## config.mk

```make
export PLATFORM = sky130hd
export DESIGN_NAME = chain_spi_slave
export DESIGN_NICKNAME = d
export VERILOG_FILES = /design/src/rtl/chain_spi_pkg.sv /design/src/rtl/chain_spi_sync.sv /design/src/rtl/chain_spi_fsm.sv /design/src/rtl/chain_spi_core.sv /design/src/rtl/chain_spi_slave.sv
export SDC_FILE = /design/constraint.sdc
export NUM_CORES = 1
export LEC_CHECK = 0
export BUFFER_PORTS_ARGS = -buffer_cell sky130_fd_sc_hd__buf_2
export CAP_MARGIN = 5
export CORE_MARGIN = 2
export CORE_UTILIZATION = 35
export CTS_BUF_LIST = sky130_fd_sc_hd__clkbuf_8
export DETAILED_ROUTE_END_ITERATION = 7
export MAX_ROUTING_LAYER = met4
export SYNTH_ARGS = -nofsm -noshare
export SYNTH_HDL_FRONTEND = slang
export SYNTH_SLANG_ARGS = --single-unit
```

## constraint.sdc

```tcl
create_clock -name clk -period 2.8 [get_ports clk]
set_clock_uncertainty 0.1 [all_clocks]
set_input_delay 0.56 -clock clk [delete_from_list [all_inputs] [get_ports clk]]
set_output_delay 0.56 -clock clk [all_outputs]
set_load 0.005 [all_outputs]
```

## src/rtl/chain_spi_pkg.sv

```systemverilog
package chain_spi_pkg;

    typedef enum logic [1:0] {
        ST_IDLE   = 2'd0,
        ST_SHIFT  = 2'd1,
        ST_BAD    = 2'd2,
        ST_COMMIT = 2'd3
    } frame_state_e;

    localparam int LANE_SEL = 0;
    localparam int LANE_SCK = 1;
    localparam int LANE_SDI = 2;
    localparam int LANES    = 3;

endpackage

```

## src/rtl/chain_spi_sync.sv

```systemverilog
module chain_spi_sync #(
    parameter int               LANES   = 3,
    parameter int               STAGES  = 2,
    parameter logic [LANES-1:0] RST_VAL = '0
) (
    input  logic             clk,
    input  logic             rst_n,
    input  logic [LANES-1:0] async_in,
    output logic [LANES-1:0] level_o,
    output logic [LANES-1:0] rise_o,
    output logic [LANES-1:0] fall_o
);

    logic [LANES-1:0] prev_q;

    for (genvar g = 0; g < LANES; g++) begin : g_lane
        logic [STAGES-1:0] chain_q;

        always_ff @(posedge clk or negedge rst_n) begin
            if (!rst_n) begin
                chain_q <= {STAGES{RST_VAL[g]}};
            end else begin
                chain_q <= {chain_q[STAGES-2:0], async_in[g]};
            end
        end

        assign level_o[g] = chain_q[STAGES-1];
    end

    always_ff @(posedge clk or negedge rst_n) begin
        if (!rst_n) begin
            prev_q <= RST_VAL;
        end else begin
            prev_q <= level_o;
        end
    end

    assign rise_o = level_o & ~prev_q;
    assign fall_o = ~level_o & prev_q;

endmodule

```

## src/rtl/chain_spi_fsm.sv

```systemverilog
module chain_spi_fsm
    import chain_spi_pkg::*;
(
    input  logic         clk,
    input  logic         rst_n,
    input  logic         sel_fall,
    input  logic         sel_rise,
    input  logic         sck_lvl,
    input  logic         cnt_zero,
    input  logic         word_seen,
    output frame_state_e state_o,
    output logic         load_o,
    output logic         shift_en_o,
    output logic         drive_en_o,
    output logic         commit_o
);

    frame_state_e state_q, state_d;

    always_ff @(posedge clk or negedge rst_n) begin
        if (!rst_n) begin
            state_q <= ST_IDLE;
        end else begin
            state_q <= state_d;
        end
    end

    always_comb begin
        state_d = state_q;
        unique case (state_q)
            ST_IDLE: begin
                if (sel_fall) begin
                    state_d = sck_lvl ? ST_BAD : ST_SHIFT;
                end
            end
            ST_SHIFT: begin
                if (sel_rise) begin
                    if (!sck_lvl && cnt_zero && word_seen) begin
                        state_d = ST_COMMIT;
                    end else begin
                        state_d = ST_IDLE;
                    end
                end
            end
            ST_BAD: begin
                if (sel_rise) begin
                    state_d = ST_IDLE;
                end
            end
            ST_COMMIT: begin
                state_d = ST_IDLE;
            end
        endcase
    end

    always_comb begin
        load_o     = 1'b0;
        shift_en_o = 1'b0;
        drive_en_o = 1'b0;
        commit_o   = 1'b0;
        unique case (state_q)
            ST_IDLE: begin
                load_o = sel_fall && !sck_lvl;
            end
            ST_SHIFT: begin
                shift_en_o = 1'b1;
                drive_en_o = 1'b1;
            end
            ST_BAD: begin
                drive_en_o = 1'b1;
            end
            ST_COMMIT: begin
                commit_o = 1'b1;
            end
        endcase
    end

    assign state_o = state_q;

endmodule

```

## src/rtl/chain_spi_core.sv

```systemverilog
module chain_spi_core #(
    parameter int WORD_W = 16,
    parameter int ADDR_W = 4,
    localparam int DATA_W = WORD_W - ADDR_W,
    localparam int CNT_W  = $clog2(WORD_W)
) (
    input  logic              clk,
    input  logic              rst_n,
    input  logic              load,
    input  logic              shift_en,
    input  logic              sck_rise,
    input  logic              sck_fall,
    input  logic              sdi_lvl,
    input  logic [WORD_W-1:0] status_word,
    output logic              sdo_bit,
    output logic              cnt_zero,
    output logic              word_seen,
    output logic [ADDR_W-1:0] addr_o,
    output logic [DATA_W-1:0] data_o
);

    localparam logic [CNT_W-1:0] CNT_LAST = CNT_W'(WORD_W - 1);

    logic [WORD_W-1:0] sr_q;
    logic [CNT_W-1:0]  cnt_q;
    logic              full_q;
    logic              sdo_q;

    always_ff @(posedge clk or negedge rst_n) begin
        if (!rst_n) begin
            sr_q   <= '0;
            cnt_q  <= '0;
            full_q <= 1'b0;
            sdo_q  <= 1'b0;
        end else if (load) begin
            sr_q   <= status_word;
            cnt_q  <= '0;
            full_q <= 1'b0;
            sdo_q  <= status_word[WORD_W-1];
        end else if (shift_en) begin
            if (sck_fall) begin
                sr_q  <= {sr_q[WORD_W-2:0], sdi_lvl};
                cnt_q <= (cnt_q == CNT_LAST) ? '0 : cnt_q + 1'b1;
                if (cnt_q == CNT_LAST) begin
                    full_q <= 1'b1;
                end
            end
            if (sck_rise) begin
                sdo_q <= sr_q[WORD_W-1];
            end
        end
    end

    assign sdo_bit   = sdo_q;
    assign cnt_zero  = (cnt_q == '0);
    assign word_seen = full_q;
    assign addr_o    = sr_q[WORD_W-1 -: ADDR_W];
    assign data_o    = sr_q[DATA_W-1:0];

endmodule

```

## src/rtl/chain_spi_slave.sv

```systemverilog
module chain_spi_slave
    import chain_spi_pkg::*;
#(
    parameter int WORD_W      = 16,
    parameter int ADDR_W      = 4,
    parameter int SYNC_STAGES = 2,
    localparam int DATA_W = WORD_W - ADDR_W
) (
    input  logic              clk,
    input  logic              rst_n,
    input  logic              sel_n,
    input  logic              sck,
    input  logic              sdi,
    input  logic [WORD_W-1:0] status_word,
    output logic              sdo,
    output logic              sdo_oe,
    output logic              wr_stb,
    output logic [ADDR_W-1:0] wr_addr,
    output logic [DATA_W-1:0] wr_data
);

    localparam logic [LANES-1:0] SYNC_RST = LANES'(1) << LANE_SEL;

    logic [LANES-1:0] lvl, rise, fall;
    logic             sel_lvl, sel_rise, sel_fall;
    logic             sck_lvl, sck_rise, sck_fall, sdi_lvl;
    logic             load, shift_en, cnt_zero, word_seen;
    frame_state_e     state;

    chain_spi_sync #(
        .LANES  (LANES),
        .STAGES (SYNC_STAGES),
        .RST_VAL(SYNC_RST)
    ) u_sync (
        .clk     (clk),
        .rst_n   (rst_n),
        .async_in({sdi, sck, sel_n}),
        .level_o (lvl),
        .rise_o  (rise),
        .fall_o  (fall)
    );

    assign sel_lvl  = lvl[LANE_SEL];
    assign sel_rise = rise[LANE_SEL];
    assign sel_fall = fall[LANE_SEL];
    assign sck_lvl  = lvl[LANE_SCK];
    assign sck_rise = rise[LANE_SCK];
    assign sck_fall = fall[LANE_SCK];
    assign sdi_lvl  = lvl[LANE_SDI];

    chain_spi_fsm u_fsm (
        .clk       (clk),
        .rst_n     (rst_n),
        .sel_fall  (sel_fall),
        .sel_rise  (sel_rise),
        .sck_lvl   (sck_lvl),
        .cnt_zero  (cnt_zero),
        .word_seen (word_seen),
        .state_o   (state),
        .load_o    (load),
        .shift_en_o(shift_en),
        .drive_en_o(sdo_oe),
        .commit_o  (wr_stb)
    );

    chain_spi_core #(
        .WORD_W(WORD_W),
        .ADDR_W(ADDR_W)
    ) u_core (
        .clk        (clk),
        .rst_n      (rst_n),
        .load       (load),
        .shift_en   (shift_en),
        .sck_rise   (sck_rise),
        .sck_fall   (sck_fall),
        .sdi_lvl    (sdi_lvl),
        .status_word(status_word),
        .sdo_bit    (sdo),
        .cnt_zero   (cnt_zero),
        .word_seen  (word_seen),
        .addr_o     (wr_addr),
        .data_o     (wr_data)
    );

endmodule

```

==> results of run 1 <==
## final cells by class
class                      count  area [µm²]
clock buffer                   5       68.82
clock inverter                 2       8.758
fill                         423        2266
inverter                       4       15.01
multi-input combinational    106       571.8
sequential                    32       804.5
tap                           50       62.56
timing repair buffer          40       202.7
## power breakdown
part / leakage [nW] / internal (mW) / switching (mW)
combinational: 0.439 / 0.256 / 0.253
clock: 0.0452 / 0.165 / 0.150
sequential: 0.378 / 0.625 / 0.123
total: 0.862 / 1.05 / 0.526
## Yosys cell counts, types with 2 or more instances
| library cell | count |
|---|---|
| sky130_fd_sc_hd__dfstp_2 | 3 |
| sky130_fd_sc_hd__nor2_1 | 23 |
| sky130_fd_sc_hd__a21oi_1 | 4 |
| sky130_fd_sc_hd__a31oi_1 | 16 |
| sky130_fd_sc_hd__buf_8 | 2 |
| sky130_fd_sc_hd__nand2_1 | 38 |
| sky130_fd_sc_hd__nand2b_1 | 2 |
| sky130_fd_sc_hd__dfrtp_1 | 29 |
| sky130_fd_sc_hd__buf_6 | 2 |
| sky130_fd_sc_hd__nand3b_1 | 2 |
| sky130_fd_sc_hd__buf_2 | 3 |
| sky130_fd_sc_hd__ha_1 | 6 |
| sky130_fd_sc_hd__inv_1 | 4 |
| sky130_fd_sc_hd__mux2i_1 | 2 |
## logic make-up after synthesis
family                     after synthesis  synth area share, %
and+or+nand+nor                         73                21.39
muxes                                    3                2.139
adders and majority gates                6                5.132
xor gates and xnor gates                 1               0.5989
buffers and inverters                   12                5.902
DFF                                     32                55.00
AOI/OAI and AO/OA                       23                9.838
## layer usage
layer  share of wire (%)  wire (µm)  up-vias  global-route usage, %
met2                  48       1358       23                  22.24
met4                 1.4         39        0                  6.750
met5                   0          0        -                      -
met3                 4.2        119        4                  5.357
met1                  46       1293      524                  16.65
li1                    -          -      574                      -
## worst min path at each step
| stage | startpoint | end | slack, ns |
|---|---|---|---|
| 6_report | rst_n | u_fsm.state_o[1] | 0.23 |
| 5_1_grt | u_sync.g_lane[0].chain_q[0] | u_sync.g_lane[0].chain_q[1] | 0.27 |
| 4_1_cts | rst_n | u_core.sr_q[0] | 0.25 |
| 3_5_place_dp | u_sync.g_lane[1].chain_q[0] | u_sync.g_lane[1].chain_q[1] | 0.24 |
| 3_3_place_gp | u_sync.g_lane[1].chain_q[0] | u_sync.g_lane[1].chain_q[1] | 0.23 |
| 2_1_floorplan | rst_n | u_core.cnt_q[0] | 0.16 |
## flip-flops by register name, indices dropped and copies added, names as in the netlist
name,flops
u_fsm.state_o,2
u_core.sr_q,16
u_sync.prev_q,2
u_core.sdo_bit,1
u_core.word_seen,1
u_sync.g_lane.chain_q,6
u_core.cnt_q,4
## worst max-delay path: stages, from the launching register on
cell                       delay, ns
sky130_fd_sc_hd__dfrtp_1        0.38
sky130_fd_sc_hd__inv_1          0.09
sky130_fd_sc_hd__ha_1           0.24
sky130_fd_sc_hd__nand2b_1       0.12
sky130_fd_sc_hd__or2_1          0.76
sky130_fd_sc_hd__nor2_1         0.11
sky130_fd_sc_hd__a31oi_1        0.18
==> flow_results.xml, run 1 <==
<?xml version="1.0" encoding="UTF-8"?>
<metrics>
  <group name="floorplan">
    <metric name="design.portCount" unit="">40</metric>
    <metric name="die_w" unit="µm">68.65</metric>
    <metric name="floorplan.initialDensity" unit="%">36.57</metric>
    <metric name="std_cell_rows" unit="">23</metric>
    <metric name="core_region_area" unit="µm²">4000</metric>
    <metric name="die-area" unit="µm²">4712</metric>
    <metric name="die-height" unit="µm">68.65</metric>
  </group>
  <group name="cts">
    <metric name="cts_hold_buffers" unit="">0</metric>
    <metric name="cts_buf_count" unit="">5</metric>
    <metric name="clock_latency" unit="ns">0.27</metric>
    <metric name="clock_tree.htree_level_count" unit="">2</metric>
    <metric name="post_cts_resized" unit="">0</metric>
    <metric name="ctsRootBufferMaster" unit="">sky130_fd_sc_hd__clkbuf_8</metric>
    <metric name="cts.repair_timing.setup_buffer_count" unit="">0</metric>
    <metric name="tritoncts" unit="">done</metric>
    <metric name="numClockSinks" unit="">32</metric>
    <metric name="clock_pin_slew_of_the_registers_on_the_worst_case_setup_and_hold_paths" unit="ns">0.06</metric>
    <metric name="longest_clk_path_bufs" unit="">2</metric>
  </group>
  <group name="grt">
    <metric name="largest_net_degree_at_the_start_of_global_routing" unit="">34</metric>
    <metric name="grt_antenna_before_repair" unit="">0</metric>
    <metric name="grt_util_all_layers" unit="%">14.42</metric>
    <metric name="global_route.overflow_total" unit="">0</metric>
    <metric name="grt_pass1_wl" unit="µm">4678</metric>
    <metric name="grt_pass1_vias" unit="">1040</metric>
  </group>
  <group name="placed_design">
    <metric name="dp.cells" unit="">232</metric>
    <metric name="dpl_cell_area" unit="µm²">1657</metric>
    <metric name="detailedPlace.worstSlack" unit="ns">0.6984</metric>
    <metric name="dp_hpwl" unit="µm">1926</metric>
    <metric name="io_buffers" unit="">39</metric>
    <metric name="finalWeightedCongestion" unit="">0.7351</metric>
  </group>
  <group name="detailed_routing">
    <metric name="drt-wirelength-per-cell" unit="µm">11.76</metric>
    <metric name="drt_pre_antenna_iters" unit="">4</metric>
    <metric name="antenna_violating_nets_post_route" unit="">0</metric>
    <metric name="detail_route.drc_violations" unit="">0</metric>
    <metric name="vias_per_cell" unit="">4.707</metric>
    <metric name="dr_total_vias" unit="">1125</metric>
    <metric name="totalWireLength" unit="µm">2810</metric>
    <metric name="detailedRoute.firstIterationViolations" unit="">104</metric>
  </group>
  <group name="logic_synthesis">
    <metric name="synth_area_per_cell" unit="µm²">9.751</metric>
    <metric name="synthesis.nets" unit="">177</metric>
    <metric name="yosysWarningCount" unit="">0</metric>
    <metric name="synth.ff_latch_count" unit="">32</metric>
    <metric name="synth.distinct_cells" unit="">28</metric>
    <metric name="synth_area_leader_cell" unit="">sky130_fd_sc_hd__dfrtp_1</metric>
    <metric name="synthCells" unit="">150</metric>
    <metric name="synth_flop_cell" unit="">sky130_fd_sc_hd__dfrtp_1</metric>
    <metric name="synth_sequential_area_ratio" unit="%">55.00</metric>
    <metric name="syn-cell-area" unit="µm²">1463</metric>
    <metric name="synth_enable_flop_cells" unit="">0</metric>
    <metric name="synthArstFlopShare" unit="%">100.0</metric>
    <metric name="synth.top_cell.area_share" unit="%">49.62</metric>
    <metric name="main_area_contributors_after_synthesis" unit="">sky130_fd_sc_hd__dfrtp_1, sky130_fd_sc_hd__nand2_1, sky130_fd_sc_hd__a31oi_1</metric>
  </group>
  <group name="critical_path">
    <metric name="rr_startpoint" unit="">u_fsm.state_o[1]</metric>
    <metric name="required" unit="ns">2.90</metric>
    <metric name="worstPathMaxFanout" unit="">33</metric>
    <metric name="critical_path_class" unit="">register to register</metric>
    <metric name="critPathLaunch" unit="">u_fsm.state_o[1]</metric>
    <metric name="worst-r2r-setup-slack" unit="ns">0.73</metric>
    <metric name="regToRegEndpoint" unit="">u_core.sr_q[15]</metric>
    <metric name="setup.worst_path.end_class" unit="">register</metric>
    <metric name="critPathArrivalTime" unit="ns">2.16</metric>
    <metric name="worst_r2r_path_depth" unit="">6</metric>
    <metric name="critPathLaunchType" unit="">register</metric>
    <metric name="endpoint" unit="">u_core.sr_q[15]</metric>
  </group>
  <group name="sta">
    <metric name="fin_crit_sh" unit="%">73.83</metric>
    <metric name="setup_violations" unit="">0</metric>
    <metric name="worst_setup_slack_final" unit="ns">0.7329</metric>
    <metric name="final_max_slew_viol_count" unit="">0</metric>
    <metric name="max-slew-margin-rel" unit="%">34.68</metric>
    <metric name="timing.hold.ws" unit="ns">0.2295</metric>
    <metric name="unrepaired_setup_endpoints_after_global_routing" unit="">no</metric>
    <metric name="final_hold_fails" unit="">0</metric>
    <metric name="setup-tns-final" unit="ns">0</metric>
    <metric name="tightestPinTransition" unit="ns">0.9798</metric>
    <metric name="period_minus_slack" unit="ns">2.067</metric>
    <metric name="fmax" unit="MHz">483.8</metric>
  </group>
  <group name="layout">
    <metric name="finalNetCount" unit="">216</metric>
    <metric name="final_core_util" unit="%">43.35</metric>
    <metric name="synthToLayoutAreaGrowth" unit="%">18.56</metric>
    <metric name="n_antenna_cell" unit="">0</metric>
    <metric name="final_design_area_no_fill" unit="µm²">1734</metric>
    <metric name="layout_commonest_cell" unit="">sky130_fd_sc_hd__buf_2</metric>
    <metric name="finish.cell_count_without_fillers" unit="">239</metric>
    <metric name="commonest_cells_after_routing_fill_and_taps_aside" unit="">sky130_fd_sc_hd__buf_2, sky130_fd_sc_hd__nand2_1, sky130_fd_sc_hd__dfrtp_1</metric>
    <metric name="layout-drive-gt1-share" unit="%">26.46</metric>
  </group>
  <group name="flow_run">
    <metric name="timing.max_cap.violations" unit="">0</metric>
  </group>
  <group name="power">
    <metric name="fin_total_pwr" unit="mW">1.572</metric>
    <metric name="static-leakage-power" unit="nW">0.8619</metric>
    <metric name="power.density_cell_area" unit="nW/µm²">906.8</metric>
    <metric name="worst_ir_drop_vdd" unit="V">0.0003391</metric>
  </group>
  <group name="hold_path">
    <metric name="hp-class" unit="">input pin to async pin</metric>
  </group>
  <group name="status">
    <metric name="outcome" unit="">complete, no violations</metric>
  </group>
</metrics>
Note: power is estimated with default switching activity, not from simulation.
==> run 2, diff against run 1 <==
==> constraint.sdc (replaced) <==
create_clock -name clk -period 2.1 [get_ports clk]
set_clock_uncertainty 0.1 [all_clocks]
set_input_delay 0.42 -clock clk [delete_from_list [all_inputs] [get_ports clk]]
set_output_delay 0.42 -clock clk [all_outputs]
set_load 0.005 [all_outputs]
==> run 2 against run 1 <==
Net effect: final cell count rose by 1.7%; largest power group unchanged; total power grew 37%; critical path depth unchanged; via count rose by 2.3%; clock power is 50% higher; sequential power up 33%; setup slack worse by 0.45 ns; die area is the same; maximum frequency rose by 13%.
==> flow_results.xml, run 2 (same netlist as run 1, synthesis figures left out) <==
<?xml version="1.0" encoding="UTF-8"?>
<metrics>
  <group name="status">
    <metric name="outcome" unit="">complete, no violations</metric>
  </group>
  <group name="floorplan">
    <metric name="std_cell_rows" unit="">23</metric>
    <metric name="floorplan.initialDensity" unit="%">36.57</metric>
    <metric name="die-height" unit="µm">68.65</metric>
    <metric name="core_region_area" unit="µm²">4000</metric>
    <metric name="die-area" unit="µm²">4712</metric>
    <metric name="die_w" unit="µm">68.65</metric>
    <metric name="design.portCount" unit="">40</metric>
  </group>
  <group name="layout">
    <metric name="largest_register_ff_count" unit="">16</metric>
    <metric name="layout_commonest_cell" unit="">sky130_fd_sc_hd__buf_2</metric>
    <metric name="n_antenna_cell" unit="">0</metric>
    <metric name="synthToLayoutAreaGrowth" unit="%">20.96</metric>
    <metric name="commonest_cells_after_routing_fill_and_taps_aside" unit="">sky130_fd_sc_hd__buf_2, sky130_fd_sc_hd__nand2_1, sky130_fd_sc_hd__dfrtp_1</metric>
    <metric name="layout-drive-gt1-share" unit="%">27.46</metric>
    <metric name="finish.cell_count_without_fillers" unit="">243</metric>
    <metric name="multi_input_comb_area" unit="µm²">571.8</metric>
    <metric name="final_core_util" unit="%">44.23</metric>
    <metric name="ff_latch_area" unit="µm²">804.5</metric>
    <metric name="top_register" unit="">u_core.sr_q</metric>
    <metric name="fill_cells" unit="">410</metric>
    <metric name="finalNetCount" unit="">219</metric>
    <metric name="biggestRegsByFlops" unit="">u_core.sr_q x16, u_sync.g_lane.chain_q x6, u_core.cnt_q x4</metric>
  </group>
  <group name="critical_path">
    <metric name="critPathArrivalTime" unit="ns">1.92</metric>
    <metric name="rr_startpoint" unit="">u_fsm.state_o[1]</metric>
    <metric name="cpPeakStageDelay" unit="ns">0.41</metric>
    <metric name="slowest_stage_cell_cp" unit="">sky130_fd_sc_hd__and3b_1</metric>
    <metric name="worst-r2r-setup-slack" unit="ns">0.28</metric>
    <metric name="critPathLaunch" unit="">u_fsm.state_o[1]</metric>
    <metric name="regToRegEndpoint" unit="">u_core.sr_q[13]</metric>
    <metric name="critPathLaunchType" unit="">register</metric>
    <metric name="setup.worst_path.end_class" unit="">register</metric>
    <metric name="critical_path_class" unit="">register to register</metric>
    <metric name="worst_r2r_path_depth" unit="">6</metric>
    <metric name="required" unit="ns">2.20</metric>
    <metric name="cell_by_cell_trace_of_the_critical_path" unit="">inv_1, ha_1, and3b_1, buf_4, nand2_1, a31oi_1</metric>
    <metric name="worstPathMaxFanout" unit="">12</metric>
  </group>
  <group name="sta">
    <metric name="max-slew-margin-rel" unit="%">52.67</metric>
    <metric name="period_minus_slack" unit="ns">1.821</metric>
    <metric name="setup-tns-final" unit="ns">0</metric>
    <metric name="final_hold_fails" unit="">0</metric>
    <metric name="final_max_slew_viol_count" unit="">0</metric>
    <metric name="fin_crit_sh" unit="%">86.74</metric>
    <metric name="setup_violations" unit="">0</metric>
    <metric name="unrepaired_setup_endpoints_after_global_routing" unit="">no</metric>
    <metric name="fmax" unit="MHz">549.0</metric>
    <metric name="tightestPinTransition" unit="ns">0.7099</metric>
  </group>
  <group name="placed_design">
    <metric name="dp.cells" unit="">235</metric>
    <metric name="io_buffers" unit="">39</metric>
    <metric name="finalWeightedCongestion" unit="">0.7301</metric>
    <metric name="dp_hpwl" unit="µm">1975</metric>
  </group>
  <group name="detailed_routing">
    <metric name="detailedRoute.firstIterationViolations" unit="">37</metric>
    <metric name="antenna_violating_nets_post_route" unit="">0</metric>
    <metric name="drt_pre_antenna_iters" unit="">4</metric>
    <metric name="drt-wirelength-per-cell" unit="µm">11.77</metric>
    <metric name="totalWireLength" unit="µm">2859</metric>
    <metric name="dr_total_vias" unit="">1151</metric>
    <metric name="detail_route.drc_violations" unit="">0</metric>
    <metric name="vias_per_cell" unit="">4.737</metric>
  </group>
  <group name="grt">
    <metric name="global_route.overflow_total" unit="">0</metric>
    <metric name="largest_net_degree_at_the_start_of_global_routing" unit="">34</metric>
    <metric name="grt_antenna_before_repair" unit="">0</metric>
    <metric name="grt_util_all_layers" unit="%">14.45</metric>
    <metric name="grt_pass1_wl" unit="µm">4664</metric>
    <metric name="grt_pass1_vias" unit="">1053</metric>
  </group>
  <group name="cts">
    <metric name="numClockSinks" unit="">32</metric>
    <metric name="cts_buf_count" unit="">5</metric>
    <metric name="clock_latency" unit="ns">0.28</metric>
    <metric name="cts.repair_timing.setup_buffer_count" unit="">0</metric>
    <metric name="longest_clk_path_bufs" unit="">2</metric>
    <metric name="post_cts_resized" unit="">0</metric>
    <metric name="clock_tree.htree_level_count" unit="">2</metric>
    <metric name="cts_hold_buffers" unit="">0</metric>
    <metric name="tritoncts" unit="">done</metric>
    <metric name="clock_pin_slew_of_the_registers_on_the_worst_case_setup_and_hold_paths" unit="ns">0.07</metric>
    <metric name="ctsRootBufferMaster" unit="">sky130_fd_sc_hd__clkbuf_8</metric>
  </group>
  <group name="power">
    <metric name="worst_ir_drop_vdd" unit="V">0.0005282</metric>
    <metric name="power.density_cell_area" unit="nW/µm²">1218</metric>
    <metric name="static-leakage-power" unit="nW">0.8844</metric>
  </group>
  <group name="flow_run">
    <metric name="timing.max_cap.violations" unit="">0</metric>
  </group>
  <group name="hold_path">
    <metric name="hp-class" unit="">input pin to async pin</metric>
  </group>
</metrics>
## run 2: routing by layer
layer	part of all wire (%)	track usage, %
met1	47	16.84
met2	47	20.91
met3	4.0	6.006
met4	1.9	8.250
met5	0	-
## run 2: stage by stage
stage	hold WS [ns]	instance area (µm²)	worst slack, ns	total power, mW
after floorplan	0.02441	1463	0.5173	1.410
after global placement	0.2350	1679	0.3245	1.702
after detailed placement	0.2364	1679	0.2946	1.711
after CTS	0.1139	1769	0.2688	2.195
after global routing	0.1172	1769	0.1037	2.363
final	0.09379	1769	0.2786	2.154
## run 2: layout make-up
cell class | count | share of cell area, %
flip-flops and latches | 32 | 45.47
multi-input cells | 106 | 32.32
repair buffers | 43 | 12.73
clock buffers | 6 | 4.668
well taps | 50 | 3.536
inverters | 4 | 0.8487
clock inverters | 2 | 0.4243
## run 2: how the worst max path moves through the flow
stage | to | slack, ns | cells past startpoint
after floorplan | u_core.sr_q[10] | 0.52 | 8
after global routing | u_core.sr_q[13] | 0.10 | 6
after CTS | u_core.sr_q[13] | 0.27 | 6
after detailed placement | u_core.sr_q[7] | 0.29 | 6
after global placement | u_core.sr_q[15] | 0.32 | 7
final | u_core.sr_q[13] | 0.28 | 6
## run 2: where the power goes
group / total [mW] / switching, mW / leakage [nW] / internal [mW]
sequential: 0.996 / 0.163 / 0.378 / 0.833
clock: 0.471 / 0.213 / 0.0538 / 0.257
combinational: 0.688 / 0.338 / 0.453 / 0.350
## run 2: critical path: cells and delay by family (launching register included)
kind | cells | cell delay [ns]
buffers and inverters | 2 | 0.35
AND/OR/NAND/NOR | 2 | 0.48
adder cells (fa/ha/maj) | 1 | 0.24
flip-flops | 1 | 0.40
AO/OA/AOI/OAI | 1 | 0.17
==> run 3, diff against run 2 <==
==> constraint.sdc (replaced) <==
create_clock -name clk -period 1.7 [get_ports clk]
set_clock_uncertainty 0.1 [all_clocks]
set_input_delay 0.34 -clock clk [delete_from_list [all_inputs] [get_ports clk]]
set_output_delay 0.34 -clock clk [all_outputs]
set_load 0.005 [all_outputs]
==> run 3 against run 2 <==
Net effect: via count increased by 4.3%; largest cell class unchanged; critical endpoint is now sdo_oe; clock-buffer cell count decreased by 1; design area increased by 10%.
==> flow_results.xml, run 3 (same netlist as run 1, synthesis figures left out) <==
<?xml version="1.0" encoding="UTF-8"?>
<metrics>
  <group name="floorplan">
    <metric name="die_w" unit="µm">68.65</metric>
    <metric name="design.portCount" unit="">40</metric>
    <metric name="die-area" unit="µm²">4712</metric>
    <metric name="floorplan.initialDensity" unit="%">36.57</metric>
    <metric name="core_region_area" unit="µm²">4000</metric>
    <metric name="die-height" unit="µm">68.65</metric>
    <metric name="std_cell_rows" unit="">23</metric>
  </group>
  <group name="sta">
    <metric name="period_minus_slack" unit="ns">1.620</metric>
    <metric name="max-slew-margin-rel" unit="%">74.57</metric>
    <metric name="tightestPinTransition" unit="ns">0.3814</metric>
    <metric name="final_hold_fails" unit="">0</metric>
    <metric name="unrepaired_setup_endpoints_after_global_routing" unit="">yes</metric>
    <metric name="fin_crit_sh" unit="%">95.31</metric>
    <metric name="final_max_slew_viol_count" unit="">0</metric>
    <metric name="setup_violations" unit="">0</metric>
    <metric name="fmax" unit="MHz">617.2</metric>
  </group>
  <group name="critical_path">
    <metric name="critPathBufInv" unit="">2</metric>
    <metric name="critical_path_class" unit="">register to primary output</metric>
    <metric name="required" unit="ns">1.26</metric>
    <metric name="cpPeakStageDelay" unit="ns">0.39</metric>
    <metric name="worstPathMaxFanout" unit="">3</metric>
    <metric name="cp_top_family" unit="">flip-flops</metric>
    <metric name="setup.worst_path.end_class" unit="">primary output</metric>
    <metric name="slowest_stage_cell_cp" unit="">sky130_fd_sc_hd__dfrtp_1</metric>
    <metric name="critPathLaunchType" unit="">register</metric>
    <metric name="critPathArrivalTime" unit="ns">1.18</metric>
    <metric name="cell_by_cell_trace_of_the_critical_path" unit="">inv_1, ha_2, buf_2</metric>
  </group>
  <group name="cts">
    <metric name="numClockSinks" unit="">32</metric>
    <metric name="cts_buf_count" unit="">5</metric>
    <metric name="clock_tree.htree_level_count" unit="">2</metric>
    <metric name="clock_latency" unit="ns">0.28</metric>
    <metric name="longest_clk_path_bufs" unit="">2</metric>
    <metric name="ctsRootBufferMaster" unit="">sky130_fd_sc_hd__clkbuf_8</metric>
    <metric name="tritoncts" unit="">done</metric>
    <metric name="clock_pin_slew_of_the_registers_on_the_worst_case_setup_and_hold_paths" unit="ns">0.07</metric>
  </group>
  <group name="grt">
    <metric name="global_route.overflow_total" unit="">0</metric>
    <metric name="grt_util_all_layers" unit="%">14.60</metric>
    <metric name="grt_pass1_vias" unit="">1115</metric>
    <metric name="largest_net_degree_at_the_start_of_global_routing" unit="">27</metric>
    <metric name="grt_pass1_wl" unit="µm">4850</metric>
    <metric name="grt_antenna_before_repair" unit="">0</metric>
  </group>
  <group name="layout">
    <metric name="ff_latch_area" unit="µm²">804.5</metric>
    <metric name="finish.cell_count_without_fillers" unit="">256</metric>
    <metric name="biggestRegsByFlops" unit="">u_core.sr_q x16, u_sync.g_lane.chain_q x6, u_core.cnt_q x4</metric>
    <metric name="synthToLayoutAreaGrowth" unit="%">33.53</metric>
    <metric name="largest_register_ff_count" unit="">16</metric>
    <metric name="commonest_cells_after_routing_fill_and_taps_aside" unit="">sky130_fd_sc_hd__buf_2, sky130_fd_sc_hd__nand2_1, sky130_fd_sc_hd__dfrtp_1</metric>
    <metric name="multi_input_comb_area" unit="µm²">593.1</metric>
    <metric name="fill_cells" unit="">386</metric>
    <metric name="top_register" unit="">u_core.sr_q</metric>
    <metric name="final_core_util" unit="%">48.83</metric>
    <metric name="layout-drive-gt1-share" unit="%">35.92</metric>
    <metric name="layout_commonest_cell" unit="">sky130_fd_sc_hd__buf_2</metric>
    <metric name="final_design_area_no_fill" unit="µm²">1953</metric>
    <metric name="finalNetCount" unit="">232</metric>
    <metric name="n_antenna_cell" unit="">0</metric>
  </group>
  <group name="power">
    <metric name="power.density_cell_area" unit="nW/µm²">1525</metric>
    <metric name="static-leakage-power" unit="nW">0.9633</metric>
    <metric name="worst_ir_drop_vdd" unit="V">0.0006907</metric>
  </group>
  <group name="detailed_routing">
    <metric name="drt-wirelength-per-cell" unit="µm">12.24</metric>
    <metric name="detail_route.drc_violations" unit="">0</metric>
    <metric name="detailedRoute.firstIterationViolations" unit="">49</metric>
    <metric name="dr_total_vias" unit="">1200</metric>
    <metric name="vias_per_cell" unit="">4.688</metric>
    <metric name="totalWireLength" unit="µm">3133</metric>
    <metric name="antenna_violating_nets_post_route" unit="">0</metric>
    <metric name="drt_pre_antenna_iters" unit="">4</metric>
  </group>
  <group name="hold_path">
    <metric name="hp-class" unit="">input pin to register</metric>
  </group>
  <group name="placed_design">
    <metric name="dp_hpwl" unit="µm">2308</metric>
    <metric name="io_buffers" unit="">39</metric>
    <metric name="finalWeightedCongestion" unit="">0.7937</metric>
    <metric name="dp.cells" unit="">243</metric>
    <metric name="dpl_cell_area" unit="µm²">1777</metric>
  </group>
  <group name="status">
    <metric name="outcome" unit="">complete, no violations</metric>
  </group>
  <group name="flow_run">
    <metric name="timing.max_cap.violations" unit="">0</metric>
  </group>
</metrics>
## run 3: cell types whose count changed in the layout (fill, tap and decap cells not counted), sizes merged
cell         before  now
clkinv            0    1
buf              43   55
inv               6    4
clkbuf            6    5
clkinvlp          0    1
dlygate4sd3       0    1
bufinv            0    1
## run 3: final timing paths
kind	start	to	slack, ns	depth (start not counted)
max	u_fsm.state_o[1]	sdo_oe	0.08	3
max in group asynchronous	rst_n	u_sync.prev_q[0]	0.59	3
min in group asynchronous	rst_n	u_sync.g_lane[2].chain_q[0]	0.41	2
min reg2reg	u_sync.g_lane[1].chain_q[0]	u_sync.g_lane[1].chain_q[1]	0.25	0
max reg2reg	u_fsm.state_o[1]	u_fsm.state_o[0]	0.08	6
min	sel_n	u_sync.g_lane[0].chain_q[0]	0.06	1
## run 3: where the power goes
| part | switching [mW] | total, mW | internal, mW |
|---|---|---|---|
| Sequential | 0.205 | 1.23 | 1.03 |
| Combinational | 0.478 | 1.03 | 0.548 |
| Clock | 0.286 | 0.719 | 0.433 |
| Total | 0.968 | 2.98 | 2.01 |
## run 3: worst reg2reg max path: stages, from the launching register on
cell	delay [ns]
sky130_fd_sc_hd__dfrtp_1	0.39
sky130_fd_sc_hd__inv_1	0.11
sky130_fd_sc_hd__ha_2	0.21
sky130_fd_sc_hd__buf_4	0.13
sky130_fd_sc_hd__a211oi_2	0.06
sky130_fd_sc_hd__nor2_2	0.15
sky130_fd_sc_hd__mux2_2	0.35
## run 3: per-stage QoR
stage | worst slack [ns] | hold slack [ns] | power [mW] | setup TNS [ns]
after global placement | 0.04571 | 0.1869 | 2.207 | 0
after global routing | -0.06210 | 0.03853 | 3.214 | -0.2148
final | 0.07981 | 0.05803 | 2.978 | 0
after floorplan | 0.1173 | -0.05559 | 1.742 | 0
after detailed placement | -0.004468 | 0.1894 | 2.235 | -0.004468
after CTS | 0.01915 | 0.04782 | 2.976 | 0
## run 3: per-layer routing
layer / vias up / wire length [µm] / global-route usage (%)
met5: - / 0 / -
met4: 0 / 10 / 4.500
met3: 2 / 110 / 5.357
met2: 20 / 1533 / 21.88
met1: 569 / 1478 / 18.40
li1: 609 / - / -
## run 3: what timing repair did
item | in CTS | in global routing
hold endpoints to repair | 15 | 0
gates resized for setup | 2 | 6
endpoints found under the setup margin | 2 | 19
buffers inserted | 0 | 4
hold buffers | 1 | 0
pin swaps | 1 | 3
cloned | 0 | 0
## run 3: cell type report
| type | instances | area share (%) |
|---|---|---|
| Clock buffer | 5 | 3.523 |
| Clock inverter | 3 | 2.178 |
| Inverter | 4 | 0.7687 |
| Multi-Input combinational cell | 106 | 30.37 |
| Sequential cell | 32 | 41.19 |
| Tap cell | 50 | 3.203 |
| Timing Repair Buffer | 56 | 18.77 |
